--- src/rtl/wdt2_pkg.sv ---
package wdt2_pkg;

  // Register byte offsets
  localparam logic [4:0] OFF_RELOAD = 5'h00;
  localparam logic [4:0] OFF_STS1   = 5'h04;
  localparam logic [4:0] OFF_STS2   = 5'h06;
  localparam logic [4:0] OFF_CTRL   = 5'h08;
  localparam logic [4:0] OFF_INIT   = 5'h12;

  // Bit positions inside those registers
  localparam int unsigned BIT_FIRST  = 3;   // status 1
  localparam int unsigned BIT_SECOND = 1;   // status 2
  localparam int unsigned BIT_BOOT   = 2;   // status 2
  localparam int unsigned BIT_HALT   = 11;  // control

  typedef struct packed {
    logic first;
    logic second;
    logic boot;
  } wdt2_flags_t;

endpackage

--- src/rtl/wdt2_regfile.sv ---
module wdt2_regfile
  import wdt2_pkg::*;
#(
  parameter int unsigned ADDR_W   = 5,
  parameter int unsigned DATA_W   = 16,
  parameter int unsigned CNT_W    = 10,
  parameter int unsigned RST_INIT = 4,
  parameter int unsigned MIN_INIT = 4
) (
  input  logic              clk,
  input  logic              rst_n,
  input  logic              bus_wr,
  input  logic [ADDR_W-1:0] bus_addr,
  input  logic [DATA_W-1:0] bus_wdata,
  input  logic [DATA_W/8-1:0] bus_be,
  input  logic [CNT_W-1:0]  cur_count,
  input  wdt2_flags_t       flags,
  output logic [DATA_W-1:0] bus_rdata,
  output logic              halt,
  output logic [CNT_W-1:0]  init_val,
  output logic              reload,
  output wdt2_flags_t       clr
);

  localparam int unsigned BE_W      = DATA_W / 8;
  localparam int unsigned HALT_LANE = BIT_HALT / 8;

  logic              wr_reload, wr_sts1, wr_sts2, wr_ctrl, wr_init;
  logic [DATA_W-1:0] init_ext;
  logic [DATA_W-1:0] init_merged;
  logic [CNT_W-1:0]  init_cand;
  logic              init_ok;

  assign wr_reload = bus_wr && (bus_addr == ADDR_W'(OFF_RELOAD));
  assign wr_sts1   = bus_wr && (bus_addr == ADDR_W'(OFF_STS1));
  assign wr_sts2   = bus_wr && (bus_addr == ADDR_W'(OFF_STS2));
  assign wr_ctrl   = bus_wr && (bus_addr == ADDR_W'(OFF_CTRL));
  assign wr_init   = bus_wr && (bus_addr == ADDR_W'(OFF_INIT));

  assign init_ext = DATA_W'(init_val);

  // Byte-lane merge for the start-value register
  for (genvar g = 0; g < BE_W; g++) begin : g_lane
    assign init_merged[g*8 +: 8] = bus_be[g] ? bus_wdata[g*8 +: 8]
                                             : init_ext[g*8 +: 8];
  end

  assign init_cand = init_merged[CNT_W-1:0];
  assign init_ok   = (32'(init_cand) >= MIN_INIT);

  always_ff @(posedge clk or negedge rst_n) begin
    if (!rst_n) begin
      halt     <= 1'b1;
      init_val <= CNT_W'(RST_INIT);
    end else begin
      if (wr_ctrl && bus_be[HALT_LANE])
        halt <= bus_wdata[BIT_HALT];
      if (wr_init && init_ok)
        init_val <= init_cand;
    end
  end

  assign reload       = wr_reload;
  assign clr.first    = wr_sts1 && bus_be[0] && bus_wdata[BIT_FIRST];
  assign clr.second   = wr_sts2 && bus_be[0] && bus_wdata[BIT_SECOND];
  assign clr.boot     = wr_sts2 && bus_be[0] && bus_wdata[BIT_BOOT];

  always_comb begin
    bus_rdata = '0;
    unique case (bus_addr)
      ADDR_W'(OFF_RELOAD): bus_rdata[CNT_W-1:0] = cur_count;
      ADDR_W'(OFF_STS1):   bus_rdata[BIT_FIRST] = flags.first;
      ADDR_W'(OFF_STS2): begin
        bus_rdata[BIT_SECOND] = flags.second;
        bus_rdata[BIT_BOOT]   = flags.boot;
      end
      ADDR_W'(OFF_CTRL):   bus_rdata[BIT_HALT]  = halt;
      ADDR_W'(OFF_INIT):   bus_rdata[CNT_W-1:0] = init_val;
      default:             bus_rdata = '0;
    endcase
  end

  // a start value below the minimum never lands
  a_r5_invalid_init_kept: assert property (@(posedge clk) disable iff (!rst_n)
    (wr_init && !init_ok) |=> $stable(init_val));

  // the stored start value never drops below the minimum
  a_r4_init_floor: assert property (@(posedge clk) disable iff (!rst_n)
    32'(init_val) >= MIN_INIT);

endmodule

--- src/rtl/wdt2_countdown.sv ---
module wdt2_countdown #(
  parameter int unsigned CNT_W    = 10,
  parameter int unsigned RST_INIT = 4
) (
  input  logic             clk,
  input  logic             rst_n,
  input  logic             tick_en,
  input  logic             halt,
  input  logic             reload,
  input  logic [CNT_W-1:0] init_val,
  output logic [CNT_W-1:0] count,
  output logic             underflow
);

  logic advance;

  assign advance   = tick_en && !halt && !reload;
  assign underflow = advance && (count == '0);

  always_ff @(posedge clk or negedge rst_n) begin
    if (!rst_n)
      count <= CNT_W'(RST_INIT);
    else if (reload)
      count <= init_val;
    else if (advance)
      count <= (count == '0) ? init_val : count - 1'b1;
  end

  // a halted counter holds unless reloaded
  a_r2_frozen_when_halted: assert property (@(posedge clk) disable iff (!rst_n)
    (halt && !reload) |=> $stable(count));

  // reload beats a concurrent tick
  a_r11_reload_wins: assert property (@(posedge clk) disable iff (!rst_n)
    (reload && tick_en) |=> (count == $past(init_val)));

endmodule

--- src/rtl/wdt2_expiry.sv ---
module wdt2_expiry
  import wdt2_pkg::*;
(
  input  logic        clk,
  input  logic        rst_n,
  input  logic        underflow,
  input  wdt2_flags_t clr,
  input  logic        boot_src,
  output wdt2_flags_t flags,
  output logic        rst_pending
);

  logic boot_armed;

  always_ff @(posedge clk or negedge rst_n) begin
    if (!rst_n) begin
      flags       <= '0;
      rst_pending <= 1'b0;
      boot_armed  <= 1'b1;
    end else begin
      boot_armed <= 1'b0;
      // stage one: set wins over a concurrent clear
      if (underflow)
        flags.first <= 1'b1;
      else if (clr.first)
        flags.first <= 1'b0;
      // stage two
      if (underflow && flags.first) begin
        flags.second <= 1'b1;
        rst_pending  <= 1'b1;
      end else if (clr.second) begin
        flags.second <= 1'b0;
      end
      // boot status is sampled once after reset release
      if (boot_armed && boot_src)
        flags.boot <= 1'b1;
      else if (clr.boot)
        flags.boot <= 1'b0;
    end
  end

  // an expiry always leaves the first flag set
  a_r6_first_on_expiry: assert property (@(posedge clk) disable iff (!rst_n)
    underflow |=> flags.first);

  // the second stage needs the first flag
  a_r7_second_needs_first: assert property (@(posedge clk) disable iff (!rst_n)
    $rose(rst_pending) |-> $past(flags.first));

  // the reset request latch only clears by reset
  a_r7_request_sticky: assert property (@(posedge clk) disable iff (!rst_n)
    rst_pending |=> rst_pending);

  // boot status cannot rise after the first cycle
  a_r10_boot_once: assert property (@(posedge clk) disable iff (!rst_n)
    !boot_armed |=> !$rose(flags.boot));

endmodule

--- src/rtl/wdt2_top.sv ---
module wdt2_top
  import wdt2_pkg::*;
#(
  parameter int unsigned ADDR_W   = 5,
  parameter int unsigned DATA_W   = 16,
  parameter int unsigned CNT_W    = 10,
  parameter int unsigned RST_INIT = 4,
  parameter int unsigned MIN_INIT = 4
) (
  input  logic                clk,
  input  logic                rst_n,
  input  logic                tick_en,
  input  logic                bus_wr,
  input  logic [ADDR_W-1:0]   bus_addr,
  input  logic [DATA_W-1:0]   bus_wdata,
  input  logic [DATA_W/8-1:0] bus_be,
  output logic [DATA_W-1:0]   bus_rdata,
  input  logic                no_reboot,
  input  logic                prior_wdt_reset,
  output logic                rst_req
);

  logic             halt;
  logic             reload;
  logic             underflow;
  logic             rst_pending;
  logic [CNT_W-1:0] init_val;
  logic [CNT_W-1:0] count;
  wdt2_flags_t      flags;
  wdt2_flags_t      clr;

  wdt2_regfile #(
    .ADDR_W(ADDR_W), .DATA_W(DATA_W), .CNT_W(CNT_W),
    .RST_INIT(RST_INIT), .MIN_INIT(MIN_INIT)
  ) u_regs (
    .clk(clk), .rst_n(rst_n),
    .bus_wr(bus_wr), .bus_addr(bus_addr), .bus_wdata(bus_wdata), .bus_be(bus_be),
    .cur_count(count), .flags(flags), .bus_rdata(bus_rdata),
    .halt(halt), .init_val(init_val), .reload(reload), .clr(clr)
  );

  wdt2_countdown #(.CNT_W(CNT_W), .RST_INIT(RST_INIT)) u_cnt (
    .clk(clk), .rst_n(rst_n), .tick_en(tick_en), .halt(halt),
    .reload(reload), .init_val(init_val), .count(count), .underflow(underflow)
  );

  wdt2_expiry u_exp (
    .clk(clk), .rst_n(rst_n), .underflow(underflow), .clr(clr),
    .boot_src(prior_wdt_reset), .flags(flags), .rst_pending(rst_pending)
  );

  assign rst_req = rst_pending && !no_reboot;

  // with the veto released, a latched second expiry is visible
  a_r9_request_follows_latch: assert property (@(posedge clk) disable iff (!rst_n)
    (flags.second && !no_reboot) |-> rst_req);

endmodule

--- config.mk ---
export PLATFORM = sky130hd
export DESIGN_NAME = wdt2_top
export DESIGN_NICKNAME = d
export VERILOG_FILES = /design/src/rtl/wdt2_pkg.sv /design/src/rtl/wdt2_regfile.sv /design/src/rtl/wdt2_countdown.sv /design/src/rtl/wdt2_expiry.sv /design/src/rtl/wdt2_top.sv
export SDC_FILE = /design/constraint.sdc
export NUM_CORES = 1
export LEC_CHECK = 0
export BUFFER_PORTS_ARGS = -buffer_cell sky130_fd_sc_hd__buf_2
export CAP_MARGIN = 30
export CORE_MARGIN = 4
export CORE_UTILIZATION = 30
export CTS_BUF_LIST = sky130_fd_sc_hd__clkbuf_8
export DETAILED_ROUTE_END_ITERATION = 16
export GPL_TIMING_DRIVEN = 0
export HOLD_SLACK_MARGIN = 0.02
export PLACE_DENSITY = 0.62
export SLEW_MARGIN = 20
export SYNTH_ARGS = -nofsm -noshare
export SYNTH_HDL_FRONTEND = slang
export SYNTH_SLANG_ARGS = --single-unit
--- constraint.sdc ---
create_clock -name clk -period 4 [get_ports clk]
set_input_delay 1.2 -clock clk [delete_from_list [all_inputs] [get_ports clk]]
set_output_delay 1.2 -clock clk [all_outputs]
set_load 0.005 [all_outputs]
==> results by group, run 1 <==
Status
  – Outcome: complete, no violations

Cells and area
  – Non-Filler Instances: 280
  – Share of cells above drive strength 1: 0.310
  – Layout Area Growth over Synthesis: 20.2%
  – Nets: 241
  – Fillers: 534
  – Post-route design area: 1960 um2
  – Antenna diode count: 0

GRT
  – M2 GR Usage: 0.218
  – Initial antenna violation count: 0
  – Global-route wire length before repair: 6640 um
  – GR peak layer: met2
  – Met1 usage: 0.171
  – Largest net degree at the start of global routing: 27
  – GRT Residual Overflow: 0
  – Met3 Usage GRT: 0.0230
  – Vias in the first global route: 1,383
  – Global Route Usage Sum: 0.131

Yosys
  – Share of the synthesized area in the top cell type: 0.338
  – Synth Cell Area: 1630 um2
  – Avg Cell Area, Syn: 9.65 um2
  – Sequential fraction of the synthesis area: 0.402
  – Main synth FF type: dfrtp_1
  – Async SR Flop Fraction: 1.00
  – Flops & latches, synth: 26
  – Post-synth top area cell: dfrtp_1
  – Post-synth EDFFs: 0
  – Syn. warnings: 0
  – Synth area leaders: dfrtp_1 34%, mux2_4 7.4%, dfstp_2 6.4%
  – Mapped Cells: 169
  – Synth cell types: 50

Critical path
  – Crit path max fanout: 10
  – Max stage delay on crit path: 0.47 ns
  – CP Data Arrival Time: 2.57 ns
  – Crit path kind: in2out
  – CP Cell Sequence: buf_2 > nor3_2 > and2_1 > a22o_1 > buf_2
  – Slowest stage cell, crit path: and2_1
  – Most numerous cell on the critical path: buf_2
  – Req. time, crit path: 2.80 ns
  – Startpoint type of the worst setup path: primary input
  – Worst setup EP type: output pin

Pwr
  – Leakage power: 0.941 nW
  – Psw: 0.000306 W
  – Pwr per Cell Area: 436 nW/um2
  – Flop pwr share: 0.510
  – Clk pwr share: 0.204
  – Maximum VDD drop: 184 uV
  – Combinational Power Share: 0.285
  – Sw Share: 0.358
  – P_int: 0.000548 W

Clock network
  – Total clock sinks: 26
  – H-tree levels: 1
  – Post-CTS Resized: 1
  – Total CTS buffers: 3
  – CTS tree: yes
  – Worst-Skew Late Latency: 0.28 ns
  – Post-CTS Setup Bufs: 0
  – Clk slew on worst S/H paths: 0.09 ns
  – Max Root-Sink Buffers: 2
  – Hold-fix buffers, CTS: 0
  – Clk root buf: clkbuf_8

STA
  – Highest clock rate: 265 MHz
  – Setup TNS: 0 ns
  – Skew final: 0.00527 ns
  – Min cycle time layout: 3.77 ns
  – Worst-Margin Slew: 0.853 ns
  – Final Hold Viols: 0
  – Period Utilization, post-route: 0.942
  – Max-slew headroom: 0.426
  – Pins Over Slew Limit: 0
  – Final setup vio count: 0
  – RSZ-0062 raised after global routing: no

Floorplan
  – Initial Util: 0.315
  – Die ar.: 6680 um2
  – Die Wd: 81.7 um
  – Die H: 81.7 um
  – FP Rows: 26
  – I/O pins: 46
  – Core ar.: 5170 um2

Detailed routing
  – DR DRC count: 0
  – Via density: 5.14
  – Via Count: 1,440
  – Initial DRC count: 77
  – Average wire per standard cell: 15.4 um
  – DRT Wirelength: 4300 um
  – Routed Antenna Nets: 0
  – First-pass iteration count of the detailed router: 4

Place
  – DP Wirelength: 3240 um
  – Post-DP Area: 1900 um2
  – GPL Wtd Cong: 0.857
  – PortBufs: 33
  – Post-Place Cells: 277

Worst hold path
  – HP Class: reg2reg

Run
  – Max-cap viol count: 0
worst max-delay path, delay by kind of cell:
family / cells / cell delay (ns)
buffers and inverters: 2 / 0.23
AND/OR/NAND/NOR: 2 / 0.92
AO/OA/AOI/OAI: 1 / 0.22
cell usage after synthesis, types with 3 or more instances:
cell / number
nor2_1: 14
inv_1: 3
buf_4: 5
mux2i_1: 5
dfstp_2: 4
o21ai_0: 6
mux2_4: 8
nand4_1: 6
and3_1: 4
a21oi_1: 5
clkbuf_1: 4
a22oi_1: 4
a22o_1: 9
nor3_1: 4
nor2b_1: 4
dfrtp_1: 22
nand3_1: 10
nand2_1: 14
per-layer routing:
metal	vias to the layer above	part of all wire
met2	41	0.48
met1	691	0.46
li1	701	-
met4	0	0.016
met5	-	0
met3	7	0.047
state kept, by name (all words and copies together), names as in the netlist:
register and count:
u_cnt.count 10, u_regs.init_val 10, u_exp.flags 3, u_exp.boot_armed 1, u_exp.rst_pending 1, u_regs.halt 1
cells in the final DEF, fill, tap and decap left out, types with 2 or more instances in the layout:
cell      count
mux2i_1       5
o22ai_1       2
nor2_1       14
nor2b_1       4
buf_4         5
dfrtp_1      22
a22o_1        9
conb_1        6
a31oi_1       2
nand3_1      10
inv_1         3
nor2_4        2
nor3_1        3
and3_1        4
o21ai_0       6
mux2_1        2
clkbuf_8      4
nand4_1       6
dfstp_2       4
mux2_4        8
a22oi_1       4
a21oi_1       5
clkbuf_1      2
nand2_1      14
buf_2        34
a211oi_1      2
nand2b_1      2
cell families after synthesis:
logic type,after synthesis,synth area share
AND/OR/NAND/NOR,72,0.242
buffers and inverters,14,0.0491
AO/OA/AOI/OAI,39,0.172
flip-flops,26,0.402
adder cells (fa/ha/maj),1,0.00767
multiplexers,16,0.125
other,1,0.00230
per-stage QoR:
stage / utilization / total power [W] / setup slack (ns) / hold slack [ns]
after floorplan: - / 0.000599 / 0.506 / 0.426
after global placement: 0.368 / 0.000675 / -0.109 / 0.449
after detailed placement: 0.368 / 0.000682 / -0.160 / 0.448
after CTS: 0.379 / 0.000857 / 0.0427 / 0.475
after global routing: 0.379 / 0.000910 / 0.154 / 0.503
final: 0.379 / 0.000854 / 0.233 / 0.470
power groups by stage:
stage | registers, W | logic [W] | clock network [W]
after floorplan | 0.000411 | 0.000188 | 0
after global placement | 0.000437 | 0.000238 | 0
after detailed placement | 0.000439 | 0.000243 | 0
after CTS | 0.000433 | 0.000244 | 0.000180
after global routing | 0.000448 | 0.000268 | 0.000194
final | 0.000436 | 0.000243 | 0.000174
final timing paths:
check                                endpoint               from  slack [ns]  cells past startpoint
max                              bus_rdata[6]        bus_addr[4]        0.23                      5
min                         u_exp.rst_pending  u_exp.rst_pending        0.47                      1
max reg2reg                    u_cnt.count[7]     u_cnt.count[6]        1.80                      5
min reg2reg                 u_exp.rst_pending  u_exp.rst_pending        0.47                      1
max in group asynchronous  u_regs.init_val[3]              rst_n        2.69                      1
min in group asynchronous      u_cnt.count[4]              rst_n        0.92                      1
area by class of cell:
| cell class | instances | area (um2) | share of cell area |
|---|---|---|---|
| flip-flops and latches | 26 | 656 | 0.335 |
| repair buffers | 33 | 165 | 0.0843 |
| well taps | 70 | 87.6 | 0.0447 |
| clock buffers | 4 | 55.1 | 0.0281 |
| inverters | 3 | 11.3 | 0.00575 |
| plain buffers | 10 | 66.3 | 0.0338 |
| multi-input cells | 134 | 918 | 0.469 |
Power figures use the tool's default switching activity.
==> run 2: changes to the inputs <==
--- a/config.mk
+++ b/config.mk
@@ -14,7 +14,6 @@
 export GPL_TIMING_DRIVEN = 0
 export HOLD_SLACK_MARGIN = 0.02
 export PLACE_DENSITY = 0.62
-export SLEW_MARGIN = 20
 export SYNTH_ARGS = -nofsm -noshare
 export SYNTH_HDL_FRONTEND = slang
 export SYNTH_SLANG_ARGS = --single-unit
==> constraint.sdc (replaced) <==
create_clock -name clk -period 4 [get_ports clk]
set_input_delay 0.8 -clock clk [delete_from_list [all_inputs] [get_ports clk]]
set_output_delay 0.8 -clock clk [all_outputs]
set_load 0.005 [all_outputs]
==> run 2 against run 1 <==
  * First-iteration DRC count rose by 7.8%
  * Critical endpoint unchanged
  * Global-route usage fell by 0.069 points
  * Sequential share of layout area barely moved
  * Critical path type unchanged
  * Largest power group unchanged
  * Power barely moved
  * Worst setup slack improved by 0.41 ns
  * Highest routed layer unchanged
==> results by group, run 2 (same netlist as run 1, synthesis figures left out) <==
STA
  – Final Hold Viols: 0
  – Highest clock rate: 298 MHz
  – Max-slew headroom: 0.433
  – Worst-Margin Slew: 0.842 ns
  – Setup TNS: 0 ns
  – Skew final: 0.00559 ns
  – Final setup vio count: 0
  – PnR worst setup slack: 0.639 ns
  – RSZ-0062 raised after global routing: no
  – Pins Over Slew Limit: 0
  – Min cycle time layout: 3.36 ns
  – Period Utilization, post-route: 0.840

GRT
  – Vias in the first global route: 1,377
  – Met3 Usage GRT: 0.0230
  – Largest net degree at the start of global routing: 27
  – GR peak layer: met2
  – Global-route wire length before repair: 6600 um
  – Initial antenna violation count: 0
  – Global Route Usage Sum: 0.130
  – M2 GR Usage: 0.216
  – GRT Residual Overflow: 0
  – Met1 usage: 0.171

Clock network
  – Post-CTS Setup Bufs: 0
  – H-tree levels: 1
  – Clk slew on worst S/H paths: 0.09 ns
  – Post-CTS Resized: 0
  – Max Root-Sink Buffers: 2
  – Worst-Skew Late Latency: 0.28 ns
  – Total clock sinks: 26
  – Hold-fix buffers, CTS: 0
  – Clk root buf: clkbuf_8
  – CTS tree: yes
  – Total CTS buffers: 3

Cells and area
  – Register Area: 656 um2
  – Fillers: 537
  – Nets: 242
  – Biggest regs: u_cnt.count x10, u_regs.init_val x10, u_exp.flags x3
  – Post-route design area: 1960 um2
  – Layout Area Growth over Synthesis: 20.0%
  – Most frequent cells in the layout: 34 x buf_2, 22 x dfrtp_1, 14 x nor2_1, 14 x nand2_1, 10 x nand3_1
  – Antenna diode count: 0
  – Non-Filler Instances: 281
  – Multi-input logic area: 913 um2
  – Share of cells above drive strength 1: 0.299
  – Most common cell after layout, fill and taps aside: buf_2
  – Post-layout util: 0.378

Detailed routing
  – Average wire per standard cell: 15.2 um
  – Routed Antenna Nets: 0
  – First-pass iteration count of the detailed router: 4
  – DR DRC count: 0
  – DRT Wirelength: 4280 um
  – Initial DRC count: 83
  – Via density: 5.10
  – Via Count: 1,434

Pwr
  – Sw Share: 0.358
  – Psw: 0.000305 W
  – Pwr per Cell Area: 436 nW/um2
  – P_int: 0.000548 W
  – Maximum VDD drop: 188 uV
  – Flop pwr share: 0.511
  – Combinational Power Share: 0.285
  – Leakage power: 0.938 nW
  – Clk pwr share: 0.204

Run
  – Max-cap viol count: 0

Critical path
  – WP buf/inv: 3
  – Startpoint type of the worst setup path: primary input
  – Req. time, crit path: 3.20 ns
  – Crit path kind: in2out
  – Delay-heaviest family, CP: simple AND/OR/NAND/NOR gates
  – Worst setup EP type: output pin
  – FF-to-FF Start: u_cnt.count[6]
  – Worst R2R Path Depth: 5
  – CP Data Arrival Time: 2.56 ns
  – Most numerous cell on the critical path: buf_2
  – Worst r2r dst: u_cnt.count[7]
  – CP Cell Sequence: buf_2 > nor3_1 > and2_1 > clkbuf_1 > a22o_1 > buf_2
  – Slowest stage cell, crit path: nor3_1
  – Crit path max fanout: 10
  – R2r setup slk: 1.81 ns
  – Max stage delay on crit path: 0.68 ns

Floorplan
  – Core ar.: 5170 um2
  – I/O pins: 46
  – FP Rows: 26
  – Die ar.: 6680 um2
  – Die Wd: 81.7 um
  – Die H: 81.7 um
  – Initial Util: 0.315

Worst hold path
  – HP Class: reg2reg
  – Hold-critical path endpoint: u_exp.rst_pending
  – Critical hold path startpoint: u_exp.rst_pending
  – WHS Path Cells: 1

Place
  – Post-DP Area: 1900 um2
  – Post-Place Cells: 277
  – DP Wirelength: 3240 um
  – Placement Setup Slack: 0.640 ns
  – PortBufs: 33
  – GPL Wtd Cong: 0.857

Status
  – Outcome: complete, no violations
==> run 2: changes by cell type in the layout (fill, tap and decap cells not counted), sizes merged <==
cell,change
clkbuf,+1
==> run 2: per-stage QoR <==
step | hold WS [ns] | total power [W]
after floorplan | 0.426 | 0.000599
after global placement | 0.449 | 0.000675
after detailed placement | 0.448 | 0.000682
after CTS | 0.475 | 0.000856
after global routing | 0.503 | 0.000910
final | 0.470 | 0.000853
==> run 2: final cells by class <==
type | instances | share of cell area
well taps | 70 | 0.0448
inverters | 3 | 0.00575
clock buffers | 4 | 0.0281
plain buffers | 11 | 0.0352
flip-flops and latches | 26 | 0.335
multi-input cells | 134 | 0.467
repair buffers | 33 | 0.0844
==> run 2: worst max-delay path by stage <==
stage | slack (ns) | depth (start not counted) | startpoint | to
CTS | 0.65 | 6 | bus_addr[4] | bus_rdata[6]
detailed placement | 0.64 | 6 | bus_addr[4] | bus_rdata[6]
finish | 0.64 | 6 | bus_addr[4] | bus_rdata[6]
global route | 0.53 | 6 | bus_addr[4] | bus_rdata[5]
floorplan | 1.31 | 4 | bus_addr[4] | bus_rdata[0]
global placement | 0.69 | 6 | bus_addr[4] | bus_rdata[6]
==> run 2: power groups by stage <==
stage	registers [W]	logic [W]	clock network (W)
floorplan	0.000411	0.000188	0
global placement	0.000437	0.000238	0
detailed placement	0.000439	0.000243	0
CTS	0.000433	0.000244	0.000180
global route	0.000448	0.000267	0.000194
finish	0.000436	0.000243	0.000174
==> run 2: metal layers <==
metal	vias up	part of all wire
met2	44	0.48
met4	0	0.016
li1	703	-
met1	680	0.46
met5	-	0
met3	7	0.048
